**src/rtl/flash_stat_pkg.sv**
```systemverilog
package flash_stat_pkg;

  typedef enum logic [2:0] {
    ST_IDLE, ST_PROG, ST_ERASE, ST_ESUSP, ST_SPROG, ST_FAIL
  } op_state_e;

  typedef enum logic [1:0] {PG_OK, PG_PROT, PG_STALL, PG_SKIP} prog_class_e;

  typedef enum logic [1:0] {EC_NONE, EC_PROT, EC_RUN} ers_class_e;

  // bits to raise from 0 to 1 cannot be programmed
  function automatic logic needs_raise(logic [7:0] old_b, logic [7:0] new_b);
    return |(new_b & ~old_b);
  endfunction

  function automatic logic [7:0] status_word(logic b7, logic b6, logic b5, logic b2);
    return {b7, b6, b5, 2'b00, b2, 2'b00};
  endfunction

  function automatic logic is_active(op_state_e s);
    return (s == ST_PROG) || (s == ST_ERASE) || (s == ST_SPROG) || (s == ST_FAIL);
  endfunction

  function automatic int cnt_width(int a, int b, int c);
    int m;
    m = a;
    if (b > m) m = b;
    if (c > m) m = c;
    return (m < 2) ? 1 : $clog2(m);
  endfunction

endpackage

```
**src/rtl/fs_guard.sv**
```systemverilog
module fs_guard import flash_stat_pkg::*; #(
  parameter int NSEC = 8,
  localparam int SEC_W = $clog2(NSEC)
) (
  input  logic [SEC_W-1:0] prog_sec,
  input  logic [7:0]       prog_data,
  input  logic [7:0]       prog_old,
  input  logic [NSEC-1:0]  prot_mask,
  input  logic [NSEC-1:0]  ers_set,
  input  logic             in_susp,
  input  logic [NSEC-1:0]  ers_req,
  output prog_class_e      prog_class,
  output ers_class_e       ers_class,
  output logic [NSEC-1:0]  ers_eff
);

  logic sec_suspended;
  logic sec_locked;
  logic raise_needed;

  assign sec_suspended = in_susp && ers_set[prog_sec];
  assign sec_locked    = prot_mask[prog_sec];
  assign raise_needed  = needs_raise(prog_old, prog_data);

  always_comb begin
    if (sec_suspended)     prog_class = PG_SKIP;
    else if (sec_locked)   prog_class = PG_PROT;
    else if (raise_needed) prog_class = PG_STALL;
    else                   prog_class = PG_OK;
  end

  assign ers_eff = ers_req & ~prot_mask;

  always_comb begin
    if (ers_req == '0)      ers_class = EC_NONE;
    else if (ers_eff == '0) ers_class = EC_PROT;
    else                    ers_class = EC_RUN;
  end

endmodule

```
**src/rtl/fs_seq.sv**
```systemverilog
module fs_seq import flash_stat_pkg::*; #(
  parameter int ADDR_W         = 19,
  parameter int NSEC           = 8,
  parameter int PROG_CYC       = 1000,
  parameter int ERASE_CYC      = 50_000_000,
  parameter int PROT_PROG_CYC  = 200,
  parameter int PROT_ERASE_CYC = 10_000,
  parameter int PULSE_LIMIT    = 4000,
  localparam int PW = cnt_width(PROG_CYC, PROT_PROG_CYC, PULSE_LIMIT),
  localparam int EW = cnt_width(ERASE_CYC, PROT_ERASE_CYC, 1)
) (
  input  logic              clk,
  input  logic              rst_n,
  input  logic              cmd_prog,
  input  logic              erase_go,
  input  logic              cmd_suspend,
  input  logic              cmd_resume,
  input  logic              cmd_reset,
  input  logic [ADDR_W-1:0] prog_addr,
  input  logic [7:0]        prog_data,
  input  prog_class_e       prog_class,
  input  ers_class_e        ers_class,
  input  logic [NSEC-1:0]   ers_req,
  input  logic [NSEC-1:0]   ers_eff,
  output op_state_e         state,
  output logic [NSEC-1:0]   ers_set,
  output logic              pdata7,
  output logic              arr_we,
  output logic [ADDR_W-1:0] arr_waddr,
  output logic [7:0]        arr_wdata,
  output logic              ers_we,
  output logic [NSEC-1:0]   ers_mask
);

  logic [PW-1:0]   pcnt, plast;
  logic [EW-1:0]   ecnt, elast;
  prog_class_e     pkind;
  logic            erun;
  logic [NSEC-1:0] ers_eff_q;

  // named internal events
  logic prog_start, erase_start, prog_end, erase_end;

  assign prog_start  = cmd_prog && (prog_class != PG_SKIP) &&
                       ((state == ST_IDLE) || (state == ST_ESUSP));
  assign erase_start = erase_go && !prog_start && (ers_class != EC_NONE) &&
                       (state == ST_IDLE);
  assign prog_end    = ((state == ST_PROG) || (state == ST_SPROG)) && (pcnt == plast);
  assign erase_end   = (state == ST_ERASE) && !cmd_suspend && (ecnt == elast);
  assign pdata7      = arr_wdata[7];

  always_ff @(posedge clk or negedge rst_n) begin
    if (!rst_n) begin
      state     <= ST_IDLE;
      pcnt      <= '0;
      plast     <= '0;
      ecnt      <= '0;
      elast     <= '0;
      pkind     <= PG_OK;
      erun      <= 1'b0;
      ers_eff_q <= '0;
      ers_set   <= '0;
      arr_we    <= 1'b0;
      arr_waddr <= '0;
      arr_wdata <= '0;
      ers_we    <= 1'b0;
      ers_mask  <= '0;
    end else begin
      arr_we <= 1'b0;
      ers_we <= 1'b0;
      if (prog_start) begin
        state     <= (state == ST_ESUSP) ? ST_SPROG : ST_PROG;
        pcnt      <= '0;
        pkind     <= prog_class;
        arr_waddr <= prog_addr;
        arr_wdata <= prog_data;
        plast     <= (prog_class == PG_OK)   ? PW'(PROG_CYC - 1) :
                     (prog_class == PG_PROT) ? PW'(PROT_PROG_CYC - 1) :
                                               PW'(PULSE_LIMIT - 1);
      end else if (erase_start) begin
        state     <= ST_ERASE;
        ecnt      <= '0;
        erun      <= (ers_class == EC_RUN);
        ers_set   <= ers_req;
        ers_eff_q <= ers_eff;
        elast     <= (ers_class == EC_RUN) ? EW'(ERASE_CYC - 1) : EW'(PROT_ERASE_CYC - 1);
      end else begin
        case (state)
          ST_PROG, ST_SPROG: begin
            if (prog_end) begin
              if (pkind == PG_STALL) begin
                state <= ST_FAIL;
              end else begin
                arr_we <= (pkind == PG_OK);
                state  <= (state == ST_SPROG) ? ST_ESUSP : ST_IDLE;
              end
            end else begin
              pcnt <= pcnt + 1'b1;
            end
          end
          ST_ERASE: begin
            if (cmd_suspend) begin
              state <= ST_ESUSP;
            end else if (erase_end) begin
              state    <= ST_IDLE;
              ers_we   <= erun;
              ers_mask <= ers_eff_q;
              ers_set  <= '0;
            end else begin
              ecnt <= ecnt + 1'b1;
            end
          end
          ST_ESUSP: if (cmd_resume) state <= ST_ERASE;
          ST_FAIL: begin
            if (cmd_reset) begin
              state   <= ST_IDLE;
              ers_set <= '0;
            end
          end
          default: ;
        endcase
      end
    end
  end

  AST_FAIL_STICKY: assert property (@(posedge clk) disable iff (!rst_n)
    (state == ST_FAIL) && !cmd_reset |=> (state == ST_FAIL));
  AST_FAIL_FROM_STALL: assert property (@(posedge clk) disable iff (!rst_n)
    (state == ST_FAIL) && ($past(state) != ST_FAIL) |-> ($past(pkind) == PG_STALL));
  AST_WE_AFTER_PROG: assert property (@(posedge clk) disable iff (!rst_n)
    arr_we |-> (($past(state) == ST_PROG) || ($past(state) == ST_SPROG)));
  AST_ERS_AFTER_ERASE: assert property (@(posedge clk) disable iff (!rst_n)
    ers_we |-> ($past(state) == ST_ERASE));
  AST_ERS_SUBSET: assert property (@(posedge clk) disable iff (!rst_n)
    ers_we |-> ((ers_mask & ~$past(ers_set)) == '0));
  AST_PCNT_BOUND: assert property (@(posedge clk) disable iff (!rst_n)
    ((state == ST_PROG) || (state == ST_SPROG)) |-> (pcnt <= plast));
  AST_SUSP_HOLDS_ECNT: assert property (@(posedge clk) disable iff (!rst_n)
    (state == ST_ESUSP) |=> $stable(ecnt));

endmodule

```
**src/rtl/fs_status.sv**
```systemverilog
module fs_status import flash_stat_pkg::*; #(
  parameter int NSEC = 8,
  localparam int SEC_W = $clog2(NSEC)
) (
  input  logic             clk,
  input  logic             rst_n,
  input  logic             rd_en,
  input  logic [SEC_W-1:0] rd_sec,
  input  logic [7:0]       arr_rdata,
  input  op_state_e        state,
  input  logic [NSEC-1:0]  ers_set,
  input  logic             pdata7,
  output logic [7:0]       rd_data
);

  logic t6, t2;
  logic in_set, act, susp, show_stat, flip6, flip2, b7;

  assign in_set    = ers_set[rd_sec];
  assign act       = is_active(state);
  assign susp      = (state == ST_ESUSP);
  assign show_stat = act || (susp && in_set);
  assign flip6     = rd_en && act;
  assign flip2     = rd_en && show_stat && in_set;
  assign b7        = susp ? 1'b1 : (state == ST_ERASE) ? 1'b0 : ~pdata7;

  always_ff @(posedge clk or negedge rst_n) begin
    if (!rst_n) begin
      t6      <= 1'b0;
      t2      <= 1'b0;
      rd_data <= '0;
    end else begin
      t6 <= t6 ^ flip6;
      t2 <= t2 ^ flip2;
      if (rd_en)
        rd_data <= show_stat ? status_word(b7, t6 ^ flip6, state == ST_FAIL, t2 ^ flip2)
                             : arr_rdata;
    end
  end

  AST_SUSP_B6_STILL: assert property (@(posedge clk) disable iff (!rst_n)
    susp |=> $stable(t6));
  AST_IDLE_READ_PASS: assert property (@(posedge clk) disable iff (!rst_n)
    rd_en && (state == ST_IDLE) |=> (rd_data == $past(arr_rdata)));
  AST_ZERO_BITS: assert property (@(posedge clk) disable iff (!rst_n)
    rd_en && act |=> (rd_data[4:3] == 2'b00) && (rd_data[1:0] == 2'b00));
  AST_B6_FLIPS: assert property (@(posedge clk) disable iff (!rst_n)
    rd_en && act |=> (rd_data[6] != $past(t6)));

endmodule

```
**src/rtl/flash_op_status.sv**
```systemverilog
module flash_op_status import flash_stat_pkg::*; #(
  parameter int ADDR_W         = 19,
  parameter int NSEC           = 8,
  parameter int PROG_CYC       = 1000,
  parameter int ERASE_CYC      = 50_000_000,
  parameter int PROT_PROG_CYC  = 200,
  parameter int PROT_ERASE_CYC = 10_000,
  parameter int PULSE_LIMIT    = 4000,
  localparam int SEC_W = $clog2(NSEC)
) (
  input  logic              clk,
  input  logic              rst_n,
  input  logic              rd_en,
  input  logic [ADDR_W-1:0] rd_addr,
  output logic [7:0]        rd_data,
  output logic [ADDR_W-1:0] arr_raddr,
  input  logic [7:0]        arr_rdata,
  input  logic              cmd_prog,
  input  logic [ADDR_W-1:0] prog_addr,
  input  logic [7:0]        prog_data,
  input  logic [7:0]        prog_old,
  input  logic              cmd_erase,
  input  logic [NSEC-1:0]   erase_sel,
  input  logic              cmd_chip_erase,
  input  logic              cmd_suspend,
  input  logic              cmd_resume,
  input  logic              cmd_reset,
  input  logic [NSEC-1:0]   prot_mask,
  output logic              arr_we,
  output logic [ADDR_W-1:0] arr_waddr,
  output logic [7:0]        arr_wdata,
  output logic              ers_we,
  output logic [NSEC-1:0]   ers_mask
);

  op_state_e       state;
  prog_class_e     prog_class;
  ers_class_e      ers_class;
  logic [NSEC-1:0] ers_set, ers_req, ers_eff;
  logic [SEC_W-1:0] prog_sec, rd_sec;
  logic            erase_go, pdata7;

  assign arr_raddr = rd_addr;
  assign rd_sec    = rd_addr[ADDR_W-1 -: SEC_W];
  assign prog_sec  = prog_addr[ADDR_W-1 -: SEC_W];
  assign erase_go  = cmd_erase || cmd_chip_erase;
  assign ers_req   = cmd_chip_erase ? {NSEC{1'b1}} : erase_sel;

  fs_guard #(.NSEC(NSEC)) u_guard (
    .prog_sec   (prog_sec),
    .prog_data  (prog_data),
    .prog_old   (prog_old),
    .prot_mask  (prot_mask),
    .ers_set    (ers_set),
    .in_susp    (state == ST_ESUSP),
    .ers_req    (ers_req),
    .prog_class (prog_class),
    .ers_class  (ers_class),
    .ers_eff    (ers_eff)
  );

  fs_seq #(
    .ADDR_W(ADDR_W), .NSEC(NSEC), .PROG_CYC(PROG_CYC), .ERASE_CYC(ERASE_CYC),
    .PROT_PROG_CYC(PROT_PROG_CYC), .PROT_ERASE_CYC(PROT_ERASE_CYC),
    .PULSE_LIMIT(PULSE_LIMIT)
  ) u_seq (
    .clk         (clk),
    .rst_n       (rst_n),
    .cmd_prog    (cmd_prog),
    .erase_go    (erase_go),
    .cmd_suspend (cmd_suspend),
    .cmd_resume  (cmd_resume),
    .cmd_reset   (cmd_reset),
    .prog_addr   (prog_addr),
    .prog_data   (prog_data),
    .prog_class  (prog_class),
    .ers_class   (ers_class),
    .ers_req     (ers_req),
    .ers_eff     (ers_eff),
    .state       (state),
    .ers_set     (ers_set),
    .pdata7      (pdata7),
    .arr_we      (arr_we),
    .arr_waddr   (arr_waddr),
    .arr_wdata   (arr_wdata),
    .ers_we      (ers_we),
    .ers_mask    (ers_mask)
  );

  fs_status #(.NSEC(NSEC)) u_status (
    .clk       (clk),
    .rst_n     (rst_n),
    .rd_en     (rd_en),
    .rd_sec    (rd_sec),
    .arr_rdata (arr_rdata),
    .state     (state),
    .ers_set   (ers_set),
    .pdata7    (pdata7),
    .rd_data   (rd_data)
  );

  AST_WE_UNPROT: assert property (@(posedge clk) disable iff (!rst_n)
    arr_we |-> !prot_mask[arr_waddr[ADDR_W-1 -: SEC_W]]);
  AST_ERS_UNPROT: assert property (@(posedge clk) disable iff (!rst_n)
    ers_we |-> ((ers_mask & prot_mask) == '0));

endmodule

```
**config.mk**
```make
export PLATFORM = sky130hd
export DESIGN_NAME = flash_op_status
export DESIGN_NICKNAME = d
export VERILOG_FILES = /design/src/rtl/flash_stat_pkg.sv /design/src/rtl/fs_guard.sv /design/src/rtl/fs_seq.sv /design/src/rtl/fs_status.sv /design/src/rtl/flash_op_status.sv
export SDC_FILE = /design/constraint.sdc
export NUM_CORES = 1
export LEC_CHECK = 0
export CORE_ASPECT_RATIO = 0.6
export CORE_MARGIN = 1.5
export CORE_UTILIZATION = 54
export DETAILED_ROUTE_END_ITERATION = 7
export PLACE_DENSITY = 0.87
export SLEW_MARGIN = 10
export SYNTH_ARGS = -nofsm -noshare
export SYNTH_HDL_FRONTEND = slang
export SYNTH_HIERARCHICAL = 1
export SYNTH_SLANG_ARGS = --single-unit
```
**constraint.sdc**
```tcl
create_clock -name clk -period 5.3 [get_ports clk]
set_input_delay 1.06 -clock clk [delete_from_list [all_inputs] [get_ports clk]]
set_output_delay 1.06 -clock clk [all_outputs]
set_load 0.02 [all_outputs]
```
# Yosys cells after proc, flatten, opt, wreduce, memory -nomap -nowiden

Cells that the tools add are included.
Widths: inputs -> output; s select.

Memory bits (writable): 0
Memory bits (read-only): 0
Output and inout port bits: 64
Register bits: 145
Latch bits: 0
Memories kept: 0

Add/sub/neg operators: 2
Reduce and logical (&&, ||, !) cells: 40
Div/mod/pow operators: 0
$lt $le $gt $ge: 2
Equal/unequal tests: 22
Bitwise logic cells: 10
Multiplexer cells: 52
Shift operators: 0
$mul: 0

Operators by type and width:

| cell                  | count |
|---|---|
| $mux 26               | 5 |
| $mux 12               | 6 |
| $mux 8                | 6 |
| $mux 3                | 9 |
| $add 26x1->26 const B | 1 |
| $eq 26x26->1          | 1 |
| $and 8x8->8           | 2 |
| $logic_not 8->1       | 2 |
| $not 8->8             | 2 |
| $pmux 8 s2            | 1 |
| $mux 1                | 15 |
| $reduce_and 5->1      | 3 |
| $logic_and 1x1->1     | 13 |
| $add 12x1->12 const B | 1 |
| $eq 12x12->1          | 1 |
| $mux 2                | 6 |
| $pmux 3 s4            | 1 |
| $bmux 1 s3            | 3 |
| $lt 3x4->1 const B    | 2 |
| $ne 2x1->1 const B    | 4 |
| $ne 4x2->1 const B    | 2 |
| $reduce_or 8->1       | 1 |
| $logic_or 1x1->1      | 7 |
| $eq 3x2->1 const B    | 2 |
| 21 further kinds      | 32 |

# Longest topological paths before layout

Depth in word-level cells: 15
Gate-level depth with buffers: 12
Mapped depth without buffers: 11

# Modules after synthesis

Netlist, hierarchy kept.

Modules (own cells, without submodules):

| module          | seq. area each (µm²) | times used | cells an instance | area an instance (µm²) |
|---|---|---|---|---|
| fs_seq          | 2,602.5              | 1          | 506               | 4,860.9 |
| fs_status       | 250.2                | 1          | 70                | 625.6 |
| fs_guard        | 0.0                  | 1          | 36                | 287.8 |
| flash_op_status | 0.0                  | 1          | 29                | 207.7 |

# Worst setup path after synthesis

OpenSTA, ideal clock, no wires.

Path kind: input to register
From: in cmd_chip_erase
To: reg u_seq.ecnt[15]
Path buffers: 2
Library setup time: 121 ps
Stages on the path: 11
Arrival time: 3,222 ps
Path slack: 1,957 ps
Cells stage by stage: or2_1 nor2b_1 nor4_1 nand2_1 a21oi_1 o21ai_0 or2_2 nor3_1 clkbuf_1 buf_2 nor2_1

Word-level cells in the longest chain between the ends: 10
Elaborated cells between the ends (all ways): 16
Classes of those cells: 2 x eq/ne; 4 x mux; 1 x bitwise; 9 x reduce/logical

RTL lines:

| what                                                                    | RTL line              | RTL |
|---|---|---|
| start, declared                                                         | flash_op_status.sv:24 | `input logic cmd_chip_erase,` |
| $mux 8 (*)                                                              | flash_op_status.sv:47 | `assign ers_req = cmd_chip_erase ? {NSEC{1'b1}} : erase_sel;` |
| $and 8x8->8 (*)                                                         | fs_guard.sv:32        | `assign ers_eff = ers_req & ~prot_mask;` |
| via ers_eff[4]                                                          | flash_op_status.sv:39 | `logic [NSEC-1:0] ers_set, ers_req, ers_eff;` |
| $logic_not 8->1 (*)                                                     | fs_guard.sv:36        | `else if (ers_eff == '0) ers_class = EC_PROT;` |
| $mux 2 (*)                                                              | fs_guard.sv:36        |  |
| $mux 2 (*)                                                              | fs_guard.sv:35        | `if (ers_req == '0) ers_class = EC_NONE;` |
| via ers_class[1]                                                        | flash_op_status.sv:38 | `ers_class_e ers_class;` |
| $reduce_bool 2->1 (*)                                                   | fs_seq.sv:46          | `assign erase_start = erase_go && !prog_start && (ers_class != EC_NONE) &&` |
| $logic_and 1x1->1 (*) (2 in series)                                     | fs_seq.sv:46          |  |
| $ne 2x1->1 (no source line) / $reduce_bool 2->1 (equally long branches) | n/a                   |  |
| $reduce_and 4->1 (no source line)                                       | n/a                   |  |
| end signal, assigned                                                    | fs_seq.sv:110         | `ecnt <= ecnt + 1'b1;` |
| end, declared                                                           | fs_seq.sv:36          | `logic [EW-1:0] ecnt, elast;` |

Mark *: on every way through the listed nets, which the timed path passes. The rest lies on a longest branch.
A chain may end at the register's enable or synchronous reset.

# Worst setup path after layout

From: in prog_addr[17]
To: reg u_seq.ers_set[1]

Word-level cells in the longest chain between the ends: 13
Elaborated cells between the ends (all ways): 21
Classes of those cells: 4 x eq/ne; 7 x mux; 1 x bitwise; 9 x reduce/logical

RTL lines:

| what                                                      | RTL line                       | RTL |
|---|---|---|
| start, declared                                           | flash_op_status.sv:19          | `input logic [ADDR_W-1:0] prog_addr,` |
| $bmux 1 s3 (on tied branches)                             | fs_guard.sv:22, fs_guard.sv:21 |  |
| $mux 1 (on tied branches)                                 | fs_guard.sv:22, fs_guard.sv:21 |  |
| $mux 2 / $logic_and 1x1->1 (equally long branches)        | fs_guard.sv:27, fs_guard.sv:21 |  |
| $mux 2 (*)                                                | fs_guard.sv:26                 | `if (sec_suspended) prog_class = PG_SKIP;` |
| via prog_class[1]                                         | flash_op_status.sv:37          | `prog_class_e prog_class;` |
| $ne 2x2->1 (*)                                            | fs_seq.sv:44                   | `assign prog_start = cmd_prog && (prog_class != PG_SKIP) &&` |
| $logic_and 1x1->1 (*) (2 in series)                       | fs_seq.sv:44                   |  |
| $logic_not 1->1                                           | fs_seq.sv:46                   |  |
| $logic_and 1x1->1 (3 in series)                           | fs_seq.sv:46                   |  |
| $ne 3x1->1 (no source line), or another cell as far along | n/a                            |  |
| $reduce_and 5->1 (no source line)                         | n/a                            |  |
| end signal, assigned                                      | fs_seq.sv:84                   | `ers_set <= ers_req;` |
| end, declared                                             | fs_seq.sv:26                   | `output logic [NSEC-1:0] ers_set,` |

Mark *: on every way through the listed nets, which the timed path passes. The rest lies on a longest branch. The select of a mux whose other input is x is not followed.

==> results.md <==
- Post-cts gate resize count: 0
- RSZ-0062 raised after global routing: false
- Worst R2R End: u_seq/ecnt[23]
- Vert. Die Dim: 84.53 µm
- Clock buffer count from CTS: 17
- Drt pass-1 iters: 5
- Final std cells w/o fill: 893
- Type of origin of the critical path: input port
- Row cnt: 29
- CTS tree: done
- Initial antenna violation count: 0
- Proportion of layout cells with a drive suffix above 1: 9.416%
- Mean post-synth cell area: 9.332 µm²
- Hpwl dp: 11.43 mm
- Min Tclk post-route: 4.010 ns
- Synthesized area: 5982 µm²
- # diodes: 0
- Hold path depth: 1
- HP Class: reg2reg
- Core Region: 10670 µm²
- Tot GR Track Use: 30.13%
- Clk Latency, worst-skew pair: 0.41 ns
- Number of global-route vias before repair: 5245
- TritonCTS Sinks: 114
- Clock power frac: 30.4%
- LEAKAGE: 0.003535 µW
- FF-to-FF Start: u_seq/state[1]
- Root buf cell: clkbuf_16
- Peak VDD IR: 0.0003500 V
- Detail Route Antenna Nets: 0
- YS warnings: 6
- Cell taking the most area after synthesis: dfrtp_1
- Max FO, Critical Path: 10
- Synth area leaders: dfrtp_1 (48%), nand2_1 (9.7%), nor2_1 (2.9%)
- Mapped Cells: 641
- Max cap viols: 0
- Worst Tran Pin Value: 0.9082 ns
- Arrival @ worst endpoint: 4.35 ns
- Total Power: 4184 µW
- Combinational share of power: 36.8%
- R2r setup slk: 2.17 ns
- Setup Viol. Count Final: 0
- Critical Setup Path Class: in2reg
- Crit path required time: 5.64 ns
- Synth top area share: 47.69%
- Routability congestion estimate: 0.8995
- Busiest grt layer: met2
- Status: finished clean
- Largest net degree at the start of global routing: 55
- Yosys cell types: 65
- Post-route design area: 7790 µm²
- Sequential area share after synthesis: 47.69%
- Internal: 2627 µW
- Max-slew violations: 0
- Cts hold-fix bufs: 0
- Net count reported at finish: 830
- Final Skew: 0.007255 ns
- Max clock buf depth: 2
- Dominant synthesized flop cell: dfrtp_1
- Fmax: 0.2494 GHz
- PD cells: 537.1 nW/µm²
- Ys async rst share: 100.0%
- Clock-pin slew on the worst setup and hold paths: 0.06 ns
- DR vias: 5447
- Hold slack: 0.4665 ns
- FILL cells: 712
- DRC: 0
- Die area: 11740 µm²
- IO Pins: 151
- GRT met1 Usage: 41.65%
- Net Switching: 1557 µW
- First-pass GRT wire length: 27.52 mm
- Worst slew margin: 39.45%
- P&R area growth vs syn: 30.22%
- Initial DRC Count: 642
- Placed cells: 861
- Grt met2 use: 46.04%
- CP endpoint kind: register
- Via/cell ratio: 6.100
- Final WL: 17.03 mm
- Yosys reg bits: 114
- Initial Utilization: 56.08%
- GR Overflow Total: 0
- Crit path launch: prog_addr[17]
- Sequential group share of total power: 32.8%
- Worst Hold Endpoint: u_seq/arr_we
- I/O Buffers: 118
- Die width: 138.9 µm
- Cells on worst reg2reg path: 6
- Number of synthesized flops with an enable pin: 0
- Post-CTS Setup Bufs: 0
- Post-Syn Nets: 730
- Clock H-tree levels: 4
- Sw Share: 37.22%
- Post-route setup TNS: 0 ns
- Routed len/inst: 19.07 µm
- Placed cell area: 7133 µm²
- Post-route clock period utilization: 75.66%
- Hold Path Origin: u_seq/pkind[0]
- M3 GR Usage: 8.043%
- Hold Vio Cnt, Final: 0
[kinds of logic (layout without fill, tap and decap cells)]
| kind of cell | count (synthesis) | count (layout) | share of synthesized area, % |
|---|---|---|---|
| buffers and inverters | 61 | 174 | 5.333 |
| flip-flops | 114 | 114 | 47.69 |
| AND/OR/NAND/NOR | 316 | 316 | 25.35 |
| multiplexers | 24 | 24 | 5.459 |
| adder cells (fa/ha/maj) | 2 | 2 | 0.4183 |
| XOR/XNOR | 29 | 29 | 4.246 |
| AO/OA/AOI/OAI | 95 | 95 | 11.50 |
[worst max-delay path by stage]
stage | depth (start not counted) | slack [ns] | endpoint
2_1_floorplan | 11 | 1.96 | u_seq/ecnt[15]
3_3_place_gp | 10 | 1.17 | u_seq/ecnt[5]
3_5_place_dp | 10 | 1.01 | u_seq/ers_set[1]
4_1_cts | 10 | 1.39 | u_seq/ers_set[4]
5_1_grt | 10 | 1.17 | u_seq/ers_set[4]
6_report | 10 | 1.29 | u_seq/ers_set[1]
[synthesized netlist by cell type (5+ instances only)]
master and number:
or2_1 9, xnor2_1 11, mux2i_1 9, a31oi_1 5, nand2_1 155, nor2b_1 11
clkbuf_1 15, xor2_1 18, buf_4 21, o2bb2ai_1 5, a21oi_1 11, mux2_2 9
nand4_1 11, or3_1 9, nand3_1 19, o22ai_1 6, o31ai_1 5, nand2b_1 5
o211ai_1 5, nor3_1 9, nor4_1 10, a22o_1 9, nor2_1 47, o21ai_0 22
dfrtp_1 114, inv_1 18
[sequential cells by signal, summed over array words and instances (netlist names), 2 cells and up]
| register | count |
|---|---|
| u_seq/ers_mask | 8 |
| u_seq/state | 3 |
| u_seq/pkind | 2 |
| u_seq/elast | 3 |
| u_seq/arr_waddr | 19 |
| u_seq/ecnt | 26 |
| u_seq/ers_eff_q | 8 |
| u_seq/plast | 5 |
| u_seq/arr_wdata | 8 |
| u_seq/ers_set | 8 |
| u_status/rd_data | 8 |
| u_seq/pcnt | 12 |
[critical path, stage by stage]
cell	delay, ns
clkdlybuf4s50_1	0.61
mux4_1	0.61
mux2_2	0.30
nand2_2	0.07
nand2_1	0.12
nand2_1	0.11
and3b_1	0.44
o21ai_0	0.17
a21oi_1	0.60
a22o_1	0.25
[layer usage]
metal / up-vias / part of all wire (%)
met4: 0 / 2.0
met2: 355 / 46
met3: 46 / 9.5
met5: - / 0
li1: 2417 / -
met1: 2629 / 43
[power by group through the flow]
stage                     combinational, µW  sequential [µW]  clock [µW]
after global routing                   1660             1400        1330
after floorplan                         879             1430           0
after CTS                              1530             1370        1280
after global placement                 1430             1350           0
after detailed placement               1490             1370           0
final                                  1540             1370        1270
[layout by cell type, fill, tap and decap left out, types with 6 or more instances in the layout]
cell / instances
nand2_1: 155
clkdlybuf4s50_1: 117
dfrtp_1: 114
nor2_1: 47
o21ai_0: 22
nand3_1: 19
inv_1: 18
xor2_1: 18
clkbuf_16: 17
nor2b_1: 11
a21oi_1: 11
xnor2_1: 11
nand4_1: 11
nor4_1: 10
or2_1: 9
mux2_2: 9
mux2i_1: 9
or3_1: 9
a22o_1: 9
nor3_1: 8
buf_4: 7
o22ai_1: 6
[per-stage QoR]
| stage | util (%) | worst slack [ns] |
|---|---|---|
| after detailed placement | 66.87 | 1.008 |
| after floorplan | - | 1.957 |
| after global placement | 66.87 | 1.167 |
| after CTS | 73.02 | 1.391 |
| final | 73.02 | 1.290 |
| after global routing | 73.02 | 1.174 |
[layout make-up]
type	instances	area (µm²)	share of cell area (%)
flip-flops and latches	114	2853	36.62
multi-input cells	466	2815	36.14
repair buffers	124	1224	15.71
clock buffers	17	425.4	5.461
clock inverters	15	231.5	2.971
well taps	139	173.9	2.233
inverters	18	67.56	0.8673
(Power assumes the default switching activity.)
